<file path="src/rtl/pulse_loop_ctrl.sv">
module pulse_loop_ctrl #(
  parameter int PASSES = 8,
  parameter int CW = 4
) (
  input  logic          clk,
  input  logic          rst,
  input  logic          lock_mode,
  input  logic          ref_strobe,
  input  logic          loop_strobe,
  output logic [CW-1:0] pass_cnt,
  output logic          eighth,
  output logic          sel
);
  localparam logic [CW-1:0] LAST = CW'(PASSES);
  localparam logic [CW-1:0] PREV = CW'(PASSES - 1);

  logic [CW-1:0] cnt;
  logic hold, tog, ref_q;

  wire full = (cnt == LAST);
  wire adv = loop_strobe & ~ref_strobe & ~full & ~(lock_mode & hold);
  wire final_pass = adv & (cnt == PREV);

  always_ff @(posedge clk) begin
    if (rst) begin
      cnt   <= '0;
      hold  <= 1'b1;
      tog   <= 1'b1;
      ref_q <= 1'b0;
    end else begin
      ref_q <= ref_strobe;
      if (ref_strobe)  cnt <= '0;
      else if (full)   cnt <= '0;
      else if (adv)    cnt <= cnt + 1'b1;
      if (ref_strobe)                    hold <= 1'b0;
      else if (final_pass && lock_mode)  hold <= 1'b1;
      if (!lock_mode && ref_q && !ref_strobe) tog <= ~tog;
    end
  end

  assign pass_cnt = cnt;
  assign eighth   = full;
  assign sel      = lock_mode ? (ref_strobe | hold | final_pass) : tog;

  assert_cnt_bound_R2: assert property (@(posedge clk) disable iff (rst)
    pass_cnt <= LAST);

  assert_single_strobe_R3: assert property (@(posedge clk) disable iff (rst)
    eighth |=> !eighth && pass_cnt == 0);

  assert_restart_R4: assert property (@(posedge clk) disable iff (rst)
    ref_strobe |=> pass_cnt == 0);

  assert_search_toggle_R5: assert property (@(posedge clk) disable iff (rst)
    (!$past(rst) && !lock_mode && $past(ref_strobe) && !ref_strobe)
      |=> (lock_mode || sel != $past(sel)));

  assert_open_after_last_R6: assert property (@(posedge clk) disable iff (rst)
    (!$past(rst) && lock_mode && $past(lock_mode) && eighth) |-> sel);

  assert_no_ninth_R7: assert property (@(posedge clk) disable iff (rst)
    (lock_mode && sel && !ref_strobe && loop_strobe && pass_cnt != PREV)
      |=> (pass_cnt == 0 || pass_cnt == $past(pass_cnt)));
endmodule

</file>
<file path="config.mk">
export PLATFORM = sky130hd
export DESIGN_NAME = pulse_loop_ctrl
export DESIGN_NICKNAME = d
export VERILOG_FILES = /design/src/rtl/pulse_loop_ctrl.sv
export SDC_FILE = /design/constraint.sdc
export NUM_CORES = 1
export LEC_CHECK = 0
export BUFFER_PORTS_ARGS = -buffer_cell sky130_fd_sc_hd__buf_2
export CAP_MARGIN = 20
export CORE_AREA = 2 2 39 41
export DETAILED_ROUTE_END_ITERATION = 10
export DIE_AREA = 0 0 41 43
export PLACE_DENSITY = 0.61
export SLEW_MARGIN = 5
export SYNTH_ARGS = -nofsm -noshare
export SYNTH_HDL_FRONTEND = slang
export SYNTH_SLANG_ARGS = --single-unit
</file>
<file path="constraint.sdc">
create_clock -name clk -period 2.4 [get_ports clk]
set_input_delay 0.24 -clock clk [delete_from_list [all_inputs] [get_ports clk]]
set_output_delay 0.24 -clock clk [all_outputs]
set_load 0.02 [all_outputs]
</file>
---- Yosys cells after proc, flatten, opt, wreduce, memory -nomap -nowiden ----
Index checks and enable logic that the tools add are counted.
cells by class
  $add $sub $neg .......................... 1
  equality and inequality tests ........... 2
  mux-type cells .......................... 3
  bitwise logic cells ..................... 11
  reduce and logical (&&, ||, !) cells .... 7
operators by type and width
  operator                                              number
  AND 1 bit                                             5
  adder 4 x 1 -> 4 bit (second input constant)          1
  equality test 4 x 3 -> 1 bit (second input constant)  1
  equality test 4 bit (second input constant)           1
  inverter 1 bit                                        4
  logical AND 1 bit                                     3
  two-way mux 1 bit                                     3
  OR reduction 3 bit                                    1
  logical NOT 1 bit                                     2
  bitwise OR 1 bit                                      2
  nonzero test 2 bit                                    1
word-level totals
  register bits ........................... 7
  input port bits ......................... 5
  output and inout port bits .............. 6
  word-level logic and storage cells ...... 28

---- Longest topological paths before layout ----
  word-level depth ........................ 8
  depth in mapped cells ................... 5
  mapped depth without buffers ............ 5

---- Worst setup path after synthesis ----
OpenSTA, ideal clock, no wires.
  kind .................................... reg-to-output
  start ................................... register cnt[0] (netlist: pass_cnt[0])
  end ..................................... output sel
  arrival time ............................ 1.294 ns
  required time ........................... 2.160 ns
  slack ................................... 0.866 ns
  cell stages (with the launch flop) ...... 5
  path buffers ............................ 0
  path through ............................ dfxtp_1 > ha_1 > and4b_1 > nor3_1 > a21oi_1
on the way
  word-level cells in the longest chain between the ends .. 7
  elaborated cells on any way between the ends .. 8
  classes of those cells .................. eq/ne: 2; mux: 1; bitwise: 5
RTL lines
  item                     line  source
  start, declared          17    logic [CW-1:0] cnt;
  start signal, assigned   34    else if (adv) cnt <= cnt + 1'b1;
  equality test 4 bit      20    wire full = (cnt == LAST);
  inverter 1 bit           21    wire adv = loop_strobe & ~ref_strobe & ~full & ~(lock_mode & hold);
  AND 1 bit (2 in series)  21
  AND 1 bit *              22    wire final_pass = adv & (cnt == PREV);
  bitwise OR 1 bit *       43    assign sel = lock_mode ? (ref_strobe | hold | final_pass) : tog;
  two-way mux 1 bit *      43
  end, declared            12    output logic sel
Every way passes the cells marked *; elsewhere a longest branch is shown, timed or not.

---- Worst setup path in the final report ----
Ends and elaborated chain as after synthesis.

==> flow_summary.json <==
{
  "clock-root-buffer": "clkbuf_4",
  "path_clk_slew_ns": 0.06,
  "via_per_inst": 4.67,
  "clock_path_buffers": 2,
  "floorplan.initialDensity_pct": 26.9,
  "power.internal_mw": 0.194,
  "final.setup.tns_ns": 0,
  "holdBufCountCts": 0,
  "cp.required_ns": 2.16,
  "synth.area.top_cells": "dfxtp_1, a21oi_1, ha_1, nand2b_1, nand2b_4",
  "sequentialPowerShare_pct": 47.4,
  "drt-pass1-iter-count": 3,
  "synth_compound_gate_area_share_pct": 13.4,
  "grtUsageTotal_pct": 10.8,
  "cellPowerDensity_mw_per_mm2": 547,
  "synthMostInstantiatedCell": "dfxtp_1",
  "residual_overflow_from_global_routing": 0,
  "first_global_vias": 292,
  "timing.final.setup_violations": 0,
  "worst_setup_path_start_kind": "flip-flop",
  "synth.largest_area_cell": "dfxtp_1",
  "setup.worst_path.end_class": "primary output",
  "sequential_element_share_of_the_synthesized_area_pct": 37.6,
  "cts_made_buffers": 3,
  "die_area_mm2": 0.00176,
  "synth_top_area_share_pct": 37.6,
  "cts_setup_buffers": 0,
  "grt_pass1_wl_um": 1240,
  "maxCapViolations": 0,
  "timing.critical_path.slowest_stage_cell": "dfxtp_1",
  "crit_type": "reg -> out",
  "switching_power_mw": 0.0626,
  "via_count": 336,
  "worst-slew-pin-transition_ns": 0.217,
  "htree_num_levels": 1,
  "synthTopCellsByCount": "dfxtp_1, a21oi_1, inv_1, nand2b_1",
  "detail_route.iter0.violations": 1,
  "io_buffers": 10,
  "crit_path_cell_trace": "ha_1 > and4b_1 > nor3_1 > a21oi_1 > buf_2",
  "timing_hold_violations_final": 0,
  "final_antenna_net_count": 0,
  "finalCoreUtilization_pct": 33.9,
  "rsz0062_at_grt": "false",
  "reg2reg_slack_ns": 1.06,
  "drcViolationCount": 0,
  "number_of_i_o_pins": 11,
  "synthesis.yosys.warnings": 0,
  "yosys_register_bits": 7,
  "placementRows": 14,
  "run_status": "finished clean",
  "gp_congestion": 0.725,
  "post_synth_fa_ha_maj_area_fraction_pct": 6.71,
  "core_region_area_mm2": 0.00138,
  "antenna_cells_inserted": 0,
  "slew_viols_final": 0,
  "holdCritPathClass": "in -> reg",
  "route.final.wire_length_um": 765,
  "syn-num-nets": 49,
  "switching_share_pct": 24.4,
  "die_width_um": 41,
  "number_of_distinct_library_cells_after_synthesis": 22,
  "tritoncts": "built",
  "comb_power_share_pct": 10.0,
  "detail_route.wl_per_cell_um": 10.6,
  "p_leak_nw": 0.198,
  "power_frac_clock_pct": 42.7,
  "syn-instance-count": 42,
  "drive_gt1_share_pct": 25.0,
  "synth_simple_gate_area_share_pct": 34.2,
  "number_of_enable_type_register_cells_in_the_synthesized_netlist": 0,
  "resize_count_post_cts": 0,
  "crit_fanout": 6,
  "design.final.nets": 64,
  "post_synth.cell_area_avg_um2": 8.88,
  "layout_min_cycle_time_ns": 1.66,
  "arrival_time_reported_for_the_critical_path_endpoint_ns": 1.42,
  "detailedPlacementHpwl_um": 584,
  "largest_family_of_logic_cells_by_synthesized_area": "simple AND/OR/NAND/NOR gates",
  "final.setup_skew_ns": 0.00127,
  "synth_top_flop_cell": "dfxtp_1",
  "peakVddDrop_mv": 0.137,
  "synth-xor-area-share_pct": 2.35,
  "timing.critical_path.slowest_cell_delay_ns": 0.40,
  "number_of_sinks_on_the_clock_net": 7,
  "chipHeight_um": 43,
  "area.growth.synth_to_final_pct": 25.8,
  "worst_skew_pair.late_latency_ns": 0.25,
  "max-slew-margin-rel_pct": 85.4,
  "clock.fmax_mhz": 604,
  "timing.final.crit_share_pct": 69.0,
  "grt_max_degree": 8,
  "post_synth_arst_share_pct": 0,
  "netlist_area_um2": 373,
  "synth.area.mux_share_pct": 2.68,
  "antenna_found_initial": 0
}
==> power by group through the flow <==
stage	clock network (mW)	registers, mW	logic (mW)
finish	0.110	0.122	0.0256
global route	0.119	0.122	0.0282
CTS	0.114	0.122	0.0256
detailed placement	0	0.124	0.0253
global placement	0	0.124	0.0251
floorplan	0	0.124	0.0142
==> kinds of logic (layout without fill, tap and decap cells) <==
logic type | count (synthesis) | count (layout)
simple gates | 19 | 19
compound gates | 9 | 9
flops | 7 | 7
buf+inv | 3 | 17
fa+ha+maj | 2 | 2
xor+xnor | 1 | 1
mux | 1 | 1
==> per-stage QoR <==
stage	cell area (um^2)	power (mW)	std cells	hold WS, ns	worst slack, ns
floorplan	373	0.139	42	0.312	0.866
global placement	443	0.149	68	0.462	1.04
detailed placement	443	0.150	68	0.464	1.03
CTS	469	0.262	72	0.195	0.751
global route	469	0.270	72	0.200	0.648
finish	469	0.257	72	0.204	0.745
==> routing by layer <==
metal	routed length [um]	track usage [%]	up-vias
met5	0	0	-
met4	0	12.0	0
met3	3	0	0
met2	402	14.7	2
met1	359	13.6	156
li1	-	-	178
==> layout make-up <==
type / count / area [um^2]
Fill cell: 142 / 915
Timing Repair Buffer: 10 / 50.0
Sequential cell: 7 / 140
Multi-Input combinational cell: 32 / 221
Tap cell: 16 / 20.0
Clock buffer: 4 / 26.3
Inverter: 3 / 11.3
==> critical path, delay by kind of cell (launching register included) <==
family | cells | cell delay [ns]
AND/OR/NAND/NOR | 2 | 0.27
adder cells (fa/ha/maj) | 1 | 0.18
AO/OA/AOI/OAI | 1 | 0.13
buffers and inverters | 1 | 0.18
flip-flops | 1 | 0.40
==> final timing paths <==
path	end	startpoint	depth (start not counted)
worst min-delay path	ref_q	rst	2
worst max register to register	pass_cnt[2]	pass_cnt[0]	4
worst max-delay path	sel	pass_cnt[0]	5
worst min register to register	tog	tog	2
==> flip-flops by register name, indices dropped and copies added (netlist names) <==
| name | count |
|---|---|
| ref_q | 1 |
| pass_cnt | 4 |
| hold | 1 |
| tog | 1 |
==> cells in the final DEF (no fill, tap or decap), drive strengths merged, types with 2 or more instances in the layout <==
cell     n
dfxtp    7
a21oi    5
nand2b   4
buf     10
or3      2
nand3    2
o21ai    2
inv      3
clkbuf   4
nor2     2
ha       2
nor3     2
(Power assumes the default switching activity.)
